`config.mk`:
```
export PLATFORM = sky130hd
export DESIGN_NAME = spi_tx_push_port
export DESIGN_NICKNAME = d
export VERILOG_FILES = /design/src/rtl/spi_push_pkg.sv /design/src/rtl/spi_push_lane_dec.sv /design/src/rtl/spi_push_cmd_latch.sv /design/src/rtl/spi_push_fifo.sv /design/src/rtl/spi_push_ovf.sv /design/src/rtl/spi_tx_push_port.sv
export SDC_FILE = /design/constraint.sdc
export NUM_CORES = 1
export LEC_CHECK = 0
export ABC_AREA = 1
export BUFFER_PORTS_ARGS = -buffer_cell sky130_fd_sc_hd__buf_2
export CORE_ASPECT_RATIO = 1.1
export CORE_MARGIN = 5
export CORE_UTILIZATION = 59
export DETAILED_ROUTE_END_ITERATION = 6
export PLACE_DENSITY = 0.81
export SYNTH_ARGS = -nofsm -noshare
export SYNTH_HDL_FRONTEND = slang
export SYNTH_SLANG_ARGS = --single-unit
```
`constraint.sdc`:
```
create_clock -name clk -period 7 [get_ports clk]
set_clock_uncertainty 0.1 [all_clocks]
set_input_delay 0.7 -clock clk [delete_from_list [all_inputs] [get_ports clk]]
set_output_delay 0.7 -clock clk [all_outputs]
set_load 0.1 [all_outputs]
```
`src/rtl/spi_push_pkg.sv`:
```
// Shared types for the SPI transmit push port.
// Assumes a push word split into two equal halves: command above, data below.
package spi_push_pkg;

    // Classification of one bus write into the push word.
    typedef enum logic [1:0] {
        LANE_NONE = 2'd0,   // nothing happens
        LANE_FULL = 2'd1,   // whole word queued, command reloaded
        LANE_CMD  = 2'd2,   // command bytes merged, nothing queued
        LANE_DATA = 2'd3    // data queued with retained command
    } lane_kind_e;

endpackage

```
`src/rtl/spi_push_lane_dec.sv`:
```
// Byte-lane decoder: sorts each write into full, command-only, data-only or
// ignored, and builds the data half with unwritten lanes cleared to zero.
// Assumes DATA_W is a multiple of 16 so each half is a whole number of bytes.
module spi_push_lane_dec
    import spi_push_pkg::*;
#(
    parameter int DATA_W = 32,
    localparam int BE_W  = DATA_W / 8,
    localparam int HALF  = DATA_W / 2,
    localparam int HBE   = BE_W / 2
) (
    input  logic            wr_en,
    input  logic [BE_W-1:0] wr_be,
    input  logic [HALF-1:0] wr_data_lo,
    input  logic            master_mode,
    output lane_kind_e      kind,
    output logic [HALF-1:0] data_masked
);

    logic [HBE-1:0] be_lo;
    logic [HBE-1:0] be_hi;

    assign be_lo = wr_be[HBE-1:0];
    assign be_hi = wr_be[BE_W-1:HBE];

    // Classify the write from its enables and the mode.
    always_comb begin
        kind = LANE_NONE;
        if (wr_en) begin
            if (&wr_be) begin
                kind = LANE_FULL;
            end else if (master_mode && (be_hi == '0) && (be_lo != '0)) begin
                kind = LANE_DATA;
            end else if (master_mode && (be_lo == '0) && (be_hi != '0)) begin
                kind = LANE_CMD;
            end
        end
    end

    // Clear each data byte whose enable is low.
    for (genvar i = 0; i < HBE; i++) begin : g_mask
        assign data_masked[8*i +: 8] = be_lo[i] ? wr_data_lo[8*i +: 8] : 8'h00;
    end

endmodule

```
`src/rtl/spi_push_cmd_latch.sv`:
```
// Retained command word: bytes are loaded per enable, and reset clears it.
// Assumes one write per cycle; the new value is visible from the next cycle.
module spi_push_cmd_latch #(
    parameter int HALF = 16,
    localparam int HBE = HALF / 8
) (
    input  logic            clk,
    input  logic            rst_n,
    input  logic            load,
    input  logic [HBE-1:0]  byte_en,
    input  logic [HALF-1:0] wdata,
    output logic [HALF-1:0] cmd_q
);

    for (genvar i = 0; i < HBE; i++) begin : g_byte
        // Hold or reload one command byte.
        always_ff @(posedge clk) begin
            if (!rst_n) begin
                cmd_q[8*i +: 8] <= 8'h00;
            end else if (load && byte_en[i]) begin
                cmd_q[8*i +: 8] <= wdata[8*i +: 8];
            end
        end
    end

endmodule

```
`src/rtl/spi_push_fifo.sv`:
```
// Circular queue with an occupancy counter. A push into a full queue is
// refused and reported through push_drop. Fullness is judged before any pop
// in the same cycle. Storage has no reset; the counter marks valid slots.
module spi_push_fifo #(
    parameter int WIDTH = 32,
    parameter int DEPTH = 4,
    localparam int PTR_W = (DEPTH > 1) ? $clog2(DEPTH) : 1,
    localparam int CNT_W = $clog2(DEPTH + 1)
) (
    input  logic             clk,
    input  logic             rst_n,
    input  logic             push_req,
    input  logic [WIDTH-1:0] push_data,
    input  logic             pop_ready,
    output logic             pop_valid,
    output logic [WIDTH-1:0] pop_data,
    output logic             full,
    output logic             empty,
    output logic             push_drop
);

    logic [WIDTH-1:0] mem [DEPTH];
    logic [PTR_W-1:0] wr_ptr;
    logic [PTR_W-1:0] rd_ptr;
    logic [CNT_W-1:0] count;
    logic             push_ok;
    logic             pop_ok;

    assign full      = (count == CNT_W'(DEPTH));
    assign empty     = (count == '0);
    assign push_ok   = push_req && !full;
    assign pop_ok    = pop_ready && !empty;
    assign push_drop = push_req && full;
    assign pop_valid = !empty;
    assign pop_data  = mem[rd_ptr];

    // Return the slot after p, wrapping at DEPTH.
    function automatic logic [PTR_W-1:0] next_ptr(input logic [PTR_W-1:0] p);
        if (p == PTR_W'(DEPTH - 1)) begin
            return '0;
        end
        return p + PTR_W'(1);
    endfunction

    // Write an accepted entry into its slot.
    always_ff @(posedge clk) begin
        if (push_ok) begin
            mem[wr_ptr] <= push_data;
        end
    end

    // Advance the pointers and the occupancy count.
    always_ff @(posedge clk) begin
        if (!rst_n) begin
            wr_ptr <= '0;
            rd_ptr <= '0;
            count  <= '0;
        end else begin
            if (push_ok) begin
                wr_ptr <= next_ptr(wr_ptr);
            end
            if (pop_ok) begin
                rd_ptr <= next_ptr(rd_ptr);
            end
            case ({push_ok, pop_ok})
                2'b10:   count <= count + CNT_W'(1);
                2'b01:   count <= count - CNT_W'(1);
                default: count <= count;
            endcase
        end
    end

endmodule

```
`src/rtl/spi_push_ovf.sv`:
```
// Sticky overflow flag: set by a dropped push and cleared by a write of 1.
// A set and a clear in the same cycle leave the flag set.
module spi_push_ovf (
    input  logic clk,
    input  logic rst_n,
    input  logic drop,
    input  logic clr,
    output logic flag
);

    // Track the overflow condition; set has priority over clear.
    always_ff @(posedge clk) begin
        if (!rst_n) begin
            flag <= 1'b0;
        end else if (drop) begin
            flag <= 1'b1;
        end else if (clr) begin
            flag <= 1'b0;
        end
    end

endmodule

```
`src/rtl/spi_tx_push_port.sv`:
```
// SPI transmit push port. It decodes byte-lane writes to the push word,
// retains the last command, assembles queue entries and exposes the queue
// to the shift engine. It assumes at most one bus write per cycle.
module spi_tx_push_port
    import spi_push_pkg::*;
#(
    parameter int DATA_W = 32,
    parameter int DEPTH  = 4,
    localparam int BE_W  = DATA_W / 8,
    localparam int HALF  = DATA_W / 2,
    localparam int HBE   = BE_W / 2
) (
    input  logic              clk,
    input  logic              rst_n,
    input  logic              master_mode,
    input  logic              wr_en,
    input  logic [BE_W-1:0]   wr_be,
    input  logic [DATA_W-1:0] wr_data,
    input  logic              stat_we,
    input  logic              stat_wdata,
    output logic              pop_valid,
    input  logic              pop_ready,
    output logic [DATA_W-1:0] pop_data,
    output logic              fifo_full,
    output logic              fifo_empty,
    output logic              fill_req,
    output logic              ovf_flag
);

    lane_kind_e      kind;
    logic [HALF-1:0] data_masked;
    logic [HALF-1:0] cmd_q;
    logic            cmd_load;
    logic [HBE-1:0]  cmd_be;
    logic            push_req;
    logic [DATA_W-1:0] entry;
    logic            push_drop;

    spi_push_lane_dec #(.DATA_W(DATA_W)) u_dec (
        .wr_en       (wr_en),
        .wr_be       (wr_be),
        .wr_data_lo  (wr_data[HALF-1:0]),
        .master_mode (master_mode),
        .kind        (kind),
        .data_masked (data_masked)
    );

    // A full write reloads every command byte; a command write loads its lanes.
    always_comb begin
        cmd_load = (kind == LANE_FULL) || (kind == LANE_CMD);
        cmd_be   = (kind == LANE_FULL) ? '1 : wr_be[BE_W-1:HBE];
    end

    spi_push_cmd_latch #(.HALF(HALF)) u_cmd (
        .clk     (clk),
        .rst_n   (rst_n),
        .load    (cmd_load),
        .byte_en (cmd_be),
        .wdata   (wr_data[DATA_W-1:HALF]),
        .cmd_q   (cmd_q)
    );

    // Build the queue entry: the word as written, or retained command plus data.
    always_comb begin
        push_req = (kind == LANE_FULL) || (kind == LANE_DATA);
        entry    = (kind == LANE_FULL) ? wr_data : {cmd_q, data_masked};
    end

    spi_push_fifo #(.WIDTH(DATA_W), .DEPTH(DEPTH)) u_fifo (
        .clk       (clk),
        .rst_n     (rst_n),
        .push_req  (push_req),
        .push_data (entry),
        .pop_ready (pop_ready),
        .pop_valid (pop_valid),
        .pop_data  (pop_data),
        .full      (fifo_full),
        .empty     (fifo_empty),
        .push_drop (push_drop)
    );

    spi_push_ovf u_ovf (
        .clk   (clk),
        .rst_n (rst_n),
        .drop  (push_drop),
        .clr   (stat_we && stat_wdata),
        .flag  (ovf_flag)
    );

    assign fill_req = !fifo_full;

endmodule

```
### After elaboration in Yosys (flattened, before gate mapping)

Memories as Yosys holds them, arrays and structs flattened. A register that Yosys moved wholly into a read port is not among the register bits.
Index checks and enable logic that the tools add are counted.

| storage, ports and cells | value |
|---|---|
| register bits after elaboration | 24 |
| RAM bits | 128 |
| input port bits | 43 |
| output and inout bits | 37 |
| memories | 1 |

Memory list:

| memory | words | bits a word | rd ports | clocked after memory_dff | write ports | line | source |
|---|---|---|---|---|---|---|---|
| u_fifo.mem | 4 | 32 | 1 | 1 | 1 | spi_push_fifo.sv:22 | `logic [WIDTH-1:0] mem [DEPTH];` |

| operators by class | value |
|---|---|
| add/subtract/negate cells | 4 |
| equality and inequality tests | 8 |
| multiplexer cells | 25 |
| reduce and logical (&&, ||, !) cells | 22 |

Operators by type and width:

| cell | count |
|---|---|
| $mux 32 | 1 |
| $mux 2 | 11 |
| $mux 8 | 2 |
| $eq 2x2->1 const B | 5 |
| $logic_and 1x1->1 | 10 |
| $mux 1 | 10 |
| $reduce_bool 2->1 | 4 |
| $pmux 3 s2 | 1 |
| $add 2x1->2 const B | 2 |
| $eq 2x1->1 const B | 2 |
| $logic_not 2->1 | 2 |
| $reduce_and 4->1 | 1 |
| $add 3x1->3 const B | 1 |
| $eq 3x3->1 const B | 1 |
| $logic_not 3->1 | 1 |
| $sub 3x1->3 const B | 1 |
| $logic_not 1->1 | 2 |
| $logic_or 1x1->1 | 2 |

### Logic depth before layout (Yosys ltp)

Gate-level depths: netlist of the first run.

| depth | value |
|---|---|
| depth in word-level cells | 13 |
| gate-level depth with buffers | 14 |
| mapped depth without buffers | 13 |

### By module

Synthesis of the first run repeated with hierarchy kept, for this count alone.

| second synthesis, totals | value |
|---|---|
| cells, all modules | 651 |
| area, all modules | 6752.7 µm² |

By module, submodules not included:

| module | instances | cells an instance | area an instance (µm²) | seq. area each (µm²) |
|---|---|---|---|---|
| spi_push_fifo | 1 | 381 | 5283.8 | 4023.9 |
| spi_push_cmd_latch | 1 | 102 | 679.4 | 320.3 |
| spi_tx_push_port | 1 | 114 | 526.8 | 0.0 |
| spi_push_lane_dec | 1 | 48 | 219.0 | 0.0 |
| spi_push_ovf | 1 | 6 | 43.8 | 20.0 |

### Least setup slack after synthesis of the first run

OpenSTA, ideal clock, no wires.

| timing path | value |
|---|---|
| path kind | reg-to-reg |
| start | register u_fifo.count[1] |
| end | memory u_fifo.mem[0][0] (enable) |
| arrival time | 2917 ps |
| data required time | 6479 ps |
| path slack | 3562 ps |
| stages on the path, launching flop included | 5 |
| buffers on the path | 0 |
| clock period less this slack | 3438 ps |
| cells stage by stage | dfxtp_1 inv_1 nand3_1 nand2_1 nor2_1 |

| on the way | value |
|---|---|
| longest elaborated chain between the ends | 5 |

Ends and longest elaborated chain:

| element | line | source |
|---|---|---|
| start, declared | spi_push_fifo.sv:25 | `logic [CNT_W-1:0] count;` |
| start signal, assigned | spi_push_fifo.sv:66 | `2'b10: count <= count + CNT_W'(1);` |
| start signal, assigned | spi_push_fifo.sv:67 | `2'b01: count <= count - CNT_W'(1);` |
| start signal, assigned | spi_push_fifo.sv:68 | `default: count <= count;` |
| $eq 3x3->1 | spi_push_fifo.sv:29 | `assign full = (count == CNT_W'(DEPTH));` |
| $logic_not 1->1 | -- |  |
| net fill_req | spi_tx_push_port.sv:26 | `output logic fill_req,` |
| $logic_and 1x1->1 | spi_push_fifo.sv:31 | `assign push_ok = push_req && !full;` |
| $mux 1 | spi_push_fifo.sv:47 | `if (push_ok) begin` |
| $mux 1 (not written as such) | spi_push_fifo.sv:48 | `mem[wr_ptr] <= push_data;` |
| end, declared | spi_push_fifo.sv:22 |  |

The timed path passes the listed nets, and every way through them passes these cells.

==> run summary, run 1 <==
Final Hold Vio Count -> 0
antenna diode instance count -> 0
violation count after the first detailed-route iteration -> 506
vias after detailed routing -> 4410
setup repair after global routing missed its margin -> false
areal power density over the cells -> 420.2 nW/µm²
RD Place Congestion -> 0.7826
flip-flop and latch count after synthesis -> 154
routed wire length -> 13090 µm
fin crit period -> 3910 ps
Area growth, synth to finish -> 16.70%
reg-to-reg setup timing slack -> 4610 ps
number of remaining DRC errors -> 0
total negative slack -> 0 ps
Core Region -> 10440 µm²
critical path class -> reg -> out
total CTS buffers -> 17
height of the die -> 118.6 µm
arrival time of data at the critical path endpoint -> 3110 ps
wire length of the first global-routing pass -> 20960 µm
number of detailed-route iterations in the first pass -> 5
die extent in x -> 108.7 µm
most area-hungry cell type in the Yosys netlist -> sky130_fd_sc_hd__edfxtp_1
Slew Limit Fails -> 0
max-cap violation count -> 0
hold bufs inserted after CTS -> 0
H-tree Lvls -> 4
met3 Usage GRT -> 5.671%
number of top-level pins -> 80
cell count after synthesis -> 573
final cycle utilization of the critical path -> 55.86%
VDD IR max -> 0.2673 mV
number of nets still failing antenna checks after routing -> 0
count of input and output buffers -> 79
number of antenna violations at the first check in global routing -> 0
initial core utilization -> 60.57%
dpl cells -> 763
Worst Hold Margin -> 350.6 ps
number of stages on the worst hold path -> 1
overall global routing resource usage -> 21.07%
Max-Slew Margin vs Limit -> 24.74%
# fillers -> 744
type of element capturing the critical path -> primary output
via density per instance -> 5.547
post-synthesis instance area -> 6325 µm²
number of setup buffers added after CTS -> 0
crit path max fanout -> 65
Hold WC Path Type -> reg -> reg
global-route met2 utilization -> 34.16%
Cell Rows -> 39
transition time of the tightest slew-check pin -> 1129 ps
Unique masters post-synth -> 23
fraction of layout cells with a size suffix above 1 -> 18.40%
hpwl dp -> 7738 µm
average routed wire per standard cell -> 16.47 µm
worst reg-to-reg path cell count -> 10
clock-pin slew of the registers on the worst-case setup and hold paths -> 60 ps
Post-Synthesis Net Count -> 623
post-route non-filler standard cell count -> 795
peak-usage layer in the global routing report -> met2
cells taking the most area after synthesis -> sky130_fd_sc_hd__edfxtp_1 (61%), sky130_fd_sc_hd__dfxtp_1 (8.2%), sky130_fd_sc_hd__o21ai_0 (6.6%), sky130_fd_sc_hd__nor2_1 (5.5%), sky130_fd_sc_hd__nand2_1 (3.7%)
crit path launch type -> register
buffer levels on the longest clock path -> 2
clock root cell -> sky130_fd_sc_hd__clkbuf_16
number of warnings issued by yosys -> 0
count of endpoints failing setup in the final report -> 0
Highest Clock Rate -> 255.7 MHz
total overflow reported by the global router -> 0
met1 layer usage reported by global route -> 27.62%
post-route total power -> 3.101 mW
maximum number of pins on one net before global-route repair -> 66
sinks on the clock net -> 154
sequential share of the synthesized area -> 69.00%
DIE AREA -> 12890 µm²
outcome -> complete, no violations
clock insertion delay at the later pin of the skew report -> 420 ps
Final nets -> 689
Req. time, crit path -> 6200 ps
total of cells resized after clock tree synthesis -> 0
mean cell area of the mapped netlist -> 11.04 µm²
P_leak -> 2.868 nW
clock tree from TritonCTS -> done
fraction of synthesized cell area taken by the top area cell type -> 60.77%
via count of the first global-routing pass -> 4360
## where the power goes
| group | total, mW | switching (mW) | internal (mW) |
|---|---|---|---|
| registers | 1.06 | 0.0402 | 1.02 |
| clock network | 0.919 | 0.338 | 0.580 |
| logic | 1.13 | 0.962 | 0.165 |
## critical path, cell delays in order, from the launching register on
cell                      delay, ps
sky130_fd_sc_hd__dfxtp_2       1050
sky130_fd_sc_hd__inv_2          710
sky130_fd_sc_hd__o21ai_0        420
sky130_fd_sc_hd__o22ai_1        130
sky130_fd_sc_hd__buf_2          310
## layer usage
layer	share of wire, %	vias up
li1	-	2106
met1	42	2120
met2	50	172
met3	7.1	12
met4	0.99	0
met5	0	-
## worst paths after layout
check	from	end
max	register	pop_data[3]
min	u_fifo.count[0]	u_fifo.count[0]
max reg2reg	u_fifo.count[0]	u_fifo.count[2]
min reg2reg	u_fifo.count[0]	u_fifo.count[0]
## kinds of logic (layout without fill, tap and decap cells)
family                     Yosys count  after routing  share of synthesized area [%]
DFF                                154            154                          69.00
buffers and inverters               90            169                          5.994
and+or+nand+nor                    183            183                          11.83
adders and majority gates            7              7                          1.503
AOI/OAI and AO/OA                  139            139                          11.67
## state kept, by name (all words and copies together), names as in the netlist, named ones only
name	flops
u_cmd.cmd_q	16
u_fifo.count	3
u_fifo.mem	128
u_fifo.rd_ptr	2
u_fifo.wr_ptr	2
u_ovf.flag	1
## synth_stat cells
library cell,count
sky130_fd_sc_hd__o21ai_0,83
sky130_fd_sc_hd__inv_1,56
sky130_fd_sc_hd__fa_1,1
sky130_fd_sc_hd__buf_4,2
sky130_fd_sc_hd__a21oi_1,21
sky130_fd_sc_hd__inv_2,1
sky130_fd_sc_hd__buf_6,3
sky130_fd_sc_hd__buf_2,9
sky130_fd_sc_hd__nand2_2,2
sky130_fd_sc_hd__nand2_1,62
sky130_fd_sc_hd__nand2_4,2
sky130_fd_sc_hd__o21ai_1,2
sky130_fd_sc_hd__nand3_2,1
sky130_fd_sc_hd__clkbuf_1,18
sky130_fd_sc_hd__ha_1,6
sky130_fd_sc_hd__buf_1,1
sky130_fd_sc_hd__a21boi_1,1
sky130_fd_sc_hd__nor2_4,1
sky130_fd_sc_hd__nor2_1,93
sky130_fd_sc_hd__o22ai_1,32
sky130_fd_sc_hd__nand3_1,22
sky130_fd_sc_hd__dfxtp_1,26
sky130_fd_sc_hd__edfxtp_1,128
## layout make-up
cell class / instances / area (µm²) / share of cell area, %
Tap cell: 143 / 178.9 / 2.424
Clock inverter: 5 / 51.30 / 0.6950
Inverter: 57 / 214.0 / 2.899
Multi-Input combinational cell: 329 / 1612 / 21.83
Clock buffer: 27 / 556.8 / 7.544
Timing Repair Buffer: 80 / 402.9 / 5.459
Sequential cell: 154 / 4365 / 59.15
## metrics by stage
| stage | area (µm²) | worst slack (ps) | util, % |
|---|---|---|---|
| 2_1_floorplan | 6325 | 3562 | - |
| 3_3_place_gp | 6773 | 3718 | 64.86 |
| 3_5_place_dp | 6773 | 3562 | 64.86 |
| 4_1_cts | 7381 | 3113 | 70.68 |
| 5_1_grt | 7381 | 2813 | 70.68 |
| 6_report | 7381 | 3090 | 70.68 |
## layout by cell type (no fill, tap or decap), types with 2 or more instances in the layout
cell type | Yosys | layout
sky130_fd_sc_hd__a21oi_1 | 21 | 21
sky130_fd_sc_hd__buf_2 | 9 | 79
sky130_fd_sc_hd__clkbuf_1 | 18 | 4
sky130_fd_sc_hd__clkbuf_16 | 0 | 20
sky130_fd_sc_hd__clkbuf_8 | 0 | 3
sky130_fd_sc_hd__clkinv_2 | 0 | 3
sky130_fd_sc_hd__dfxtp_1 | 26 | 25
sky130_fd_sc_hd__edfxtp_1 | 128 | 128
sky130_fd_sc_hd__ha_1 | 6 | 6
sky130_fd_sc_hd__inv_1 | 56 | 56
sky130_fd_sc_hd__nand2_1 | 62 | 62
sky130_fd_sc_hd__nand2_2 | 2 | 2
sky130_fd_sc_hd__nand2_4 | 2 | 2
sky130_fd_sc_hd__nand3_1 | 22 | 22
sky130_fd_sc_hd__nor2_1 | 93 | 89
sky130_fd_sc_hd__nor2_4 | 1 | 5
sky130_fd_sc_hd__o21ai_0 | 83 | 83
sky130_fd_sc_hd__o21ai_1 | 2 | 2
sky130_fd_sc_hd__o22ai_1 | 32 | 32
No activity file was read; power rests on OpenSTA's default activity.
==> inputs of run 2 (changes only) <==
--- a/config.mk
+++ b/config.mk
@@ -9,9 +9,9 @@
 export BUFFER_PORTS_ARGS = -buffer_cell sky130_fd_sc_hd__buf_2
 export CORE_ASPECT_RATIO = 1.1
 export CORE_MARGIN = 5
-export CORE_UTILIZATION = 59
+export CORE_UTILIZATION = 57
 export DETAILED_ROUTE_END_ITERATION = 6
-export PLACE_DENSITY = 0.81
+export PLACE_DENSITY = 0.79
 export SYNTH_ARGS = -nofsm -noshare
 export SYNTH_HDL_FRONTEND = slang
 export SYNTH_SLANG_ARGS = --single-unit
==> constraint.sdc (replaced) <==
create_clock -name clk -period 4.05 [get_ports clk]
set_clock_uncertainty 0.1 [all_clocks]
set_input_delay 0.405 -clock clk [delete_from_list [all_inputs] [get_ports clk]]
set_output_delay 0.405 -clock clk [all_outputs]
set_load 0.1 [all_outputs]
==> run summary, run 2 (synthesis results as in run 1) <==
outcome -> complete, no violations (unchanged)
number of setup buffers added after CTS -> 0 (unchanged)
sinks on the clock net -> 154 (unchanged)
vias after detailed routing -> 4361 (was 4410)
Core Region -> 10910 µm² (was 10440 µm²)
total buffers and inverters traversed by the critical path -> 3 (was 2)
via density per instance -> 5.424 (was 5.547)
routed wire length -> 13070 µm (was 13090 µm)
DIE AREA -> 13310 µm² (was 12890 µm²)
largest registers -> u_fifo.mem x128, u_cmd.cmd_q x16, u_fifo.count x3 (unchanged)
fin crit period -> 3144 ps
Crit-path slowest cell -> sky130_fd_sc_hd__inv_1 (was sky130_fd_sc_hd__dfxtp_2)
fraction of layout cells with a size suffix above 1 -> 19.03% (was 18.40%)
total CTS buffers -> 17 (unchanged)
areal power density over the cells -> 721.1 nW/µm² (was 420.2 nW/µm²)
switching pwr -> 2.310 mW (was 1.340 mW)
Req. time, crit path -> 3540 ps (was 6200 ps)
Final Hold Vio Count -> 0 (unchanged)
Final nets -> 694 (was 689)
hpwl dp -> 7639 µm (was 7738 µm)
P_leak -> 2.895 nW (was 2.868 nW)
Top reg by flops -> u_fifo.mem (unchanged)
clock tree from TritonCTS -> done (unchanged)
proportion of power drawn by combinational gates -> 37.3% (was 36.3%)
# fillers -> 791 (was 744)
number of remaining DRC errors -> 0 (unchanged)
antenna diode instance count -> 0 (unchanged)
wire length of the first global-routing pass -> 21310 µm (was 20960 µm)
critical path class -> reg -> out (unchanged)
startpoint of the worst register-to-register path -> u_fifo.count[0] (unchanged)
maximum number of pins on one net before global-route repair -> 65 (was 66)
die extent in x -> 110.4 µm (was 108.7 µm)
portion of total power attributed to the clock network -> 29.5% (was 29.6%)
Slew Limit Fails -> 0 (unchanged)
count of endpoints failing setup in the final report -> 0 (unchanged)
RD Place Congestion -> 0.7900 (was 0.7826)
Area growth, synth to finish -> 17.35% (was 16.70%)
most used cells in the layout excluding fill and tap cells -> sky130_fd_sc_hd__edfxtp_1 (128), sky130_fd_sc_hd__nor2_1 (89), sky130_fd_sc_hd__o21ai_0 (83) (unchanged)
share of the core filled with cells in the final layout -> 68.03% (was 70.68%)
buffer levels on the longest clock path -> 2 (unchanged)
average routed wire per standard cell -> 16.25 µm (was 16.47 µm)
total negative slack -> 0 ps (unchanged)
height of the die -> 120.5 µm (was 118.6 µm)
Worst Hold Endpoint -> u_ovf.flag (was u_fifo.count[0])
overall global routing resource usage -> 20.41% (was 21.07%)
sequential group share of total power -> 33.2% (was 34.0%)
number of stages on the worst hold path -> 4 (was 1)
H-tree Lvls -> 4 (unchanged)
Sw Ratio -> 43.15% (was 43.21%)
type of element capturing the critical path -> primary output (unchanged)
total of cells resized after clock tree synthesis -> 0 (unchanged)
clock-pin slew of the registers on the worst-case setup and hold paths -> 60 ps (about the same)
final cycle utilization of the critical path -> 77.62%
largest delay contributor family on the critical path -> buffers and inverters (was flip-flops)
violation count after the first detailed-route iteration -> 382 (was 506)
most common cell after layout, fill and taps aside -> sky130_fd_sc_hd__edfxtp_1 (unchanged)
Highest Clock Rate -> 318.1 MHz
count of input and output buffers -> 79 (unchanged)
Cell Rows -> 40 (was 39)
Internal Power -> 3.043 mW (was 1.761 mW)
worst slack at placement -> 1167 ps (was 3562 ps)
delay of the slowest critical-path stage -> 720 ps (was 1050 ps)
VDD IR max -> 0.5175 mV (was 0.2673 mV)
total overflow reported by the global router -> 0 (unchanged)
crit path launch type -> register (unchanged)
ordered list of cells on the worst path -> buf_4, inv_1, o21ai_0, o22ai_1, buf_2 (was inv_2, o21ai_0, o22ai_1, buf_2)
max-cap violation count -> 0 (unchanged)
number of detailed-route iterations in the first pass -> 4 (was 5)
setup repair after global routing missed its margin -> false (unchanged)
via count of the first global-routing pass -> 4282 (was 4360)
worst reg-to-reg path cell count -> 10 (unchanged)
initial core utilization -> 57.97% (was 60.57%)
arrival time of data at the critical path endpoint -> 2640 ps (was 3110 ps)
number of antenna violations at the first check in global routing -> 0 (unchanged)
crit path max fanout -> 33 (was 65)
Hold WC Path Type -> in -> reg (was reg -> reg)
cell area reported after detailed placement -> 6815 µm² (was 6773 µm²)
Largest register FFs -> 128 (unchanged)
number of top-level pins -> 80 (unchanged)
transition time of the tightest slew-check pin -> 1013 ps (was 1129 ps)
reg-to-reg setup timing slack -> 1610 ps (was 4610 ps)
hold bufs inserted after CTS -> 0 (unchanged)
number of nets still failing antenna checks after routing -> 0 (unchanged)
final standard cell area without fillers -> 7422 µm² (was 7381 µm²)
hold path startpoint -> stat_wdata (was u_fifo.count[0])
clock root cell -> sky130_fd_sc_hd__clkbuf_16 (unchanged)
Max-Slew Margin vs Limit -> 32.48% (was 24.74%)
fin worst setup slack -> 906.4 ps (was 3090 ps)
clock insertion delay at the later pin of the skew report -> 420 ps (about the same)
RR Endpoint -> u_fifo.count[2] (unchanged)
[run 2: cell types whose count changed in the layout (fill, tap and decap cells not counted), sizes merged]
cell / previous run / this run
clkbuf: 27 / 26
buf: 80 / 85
inv: 58 / 57
clkinv: 3 / 5
[run 2: worst register-to-register path, stage by stage, from the launching register on]
cell and delay, ps:
sky130_fd_sc_hd__dfxtp_1 320, sky130_fd_sc_hd__inv_1 110, sky130_fd_sc_hd__nand3_1 230, sky130_fd_sc_hd__nand2_1 410, sky130_fd_sc_hd__ha_1 250, sky130_fd_sc_hd__inv_1 80, sky130_fd_sc_hd__fa_1 440, sky130_fd_sc_hd__nand2_1 80
sky130_fd_sc_hd__nand3_1 80, sky130_fd_sc_hd__o21ai_0 170, sky130_fd_sc_hd__a21oi_1 50
[run 2: worst max path at each step]
stage	from	end	depth (start not counted)
3_5_place_dp	wr_be[2]	u_fifo.count[2]	13
4_1_cts	register	pop_data[18]	5
2_1_floorplan	u_fifo.count[1]	u_fifo.mem[0][0]	4
5_1_grt	register	pop_data[21]	5
6_report	register	pop_data[18]	5
3_3_place_gp	wr_be[2]	u_fifo.count[2]	13
[run 2: metal layers]
| metal | vias up | track usage, % | routed length [µm] |
|---|---|---|---|
| met5 | - | 0 | 0 |
| met4 | 0 | 7.313 | 211 |
| met3 | 21 | 5.405 | 805 |
| met2 | 137 | 33.65 | 6461 |
| met1 | 2088 | 26.28 | 5591 |
| li1 | 2115 | - | - |
[run 2: power groups by stage]
stage / Combinational (mW) / Clock, mW / Sequential, mW
after floorplan: 1.69 / 0 / 1.80
after global placement: 1.98 / 0 / 1.80
after detailed placement: 2.00 / 0 / 1.81
after CTS: 2.01 / 1.59 / 1.78
after global routing: 2.11 / 1.67 / 1.78
final: 2.00 / 1.58 / 1.78
[run 2: through the flow]
step,hold WS [ps],power [mW],std cells
after floorplan,321.7,3.496,573
after CTS,159.8,5.378,804
after global placement,337.3,3.783,772
final,161.5,5.352,804
after global routing,172.5,5.555,804
after detailed placement,346.1,3.809,772
[run 2: cell type report]
| class | count | area, µm² | area share [%] |
|---|---|---|---|
| timing repair buffer | 85 | 440.4 | 5.934 |
| inverter | 57 | 214.0 | 2.883 |
| sequential | 154 | 4365 | 58.82 |
| clock buffer | 26 | 553.0 | 7.451 |
| tap | 147 | 183.9 | 2.478 |
| multi-input combinational | 329 | 1612 | 21.71 |
| clock inverter | 6 | 53.80 | 0.7249 |
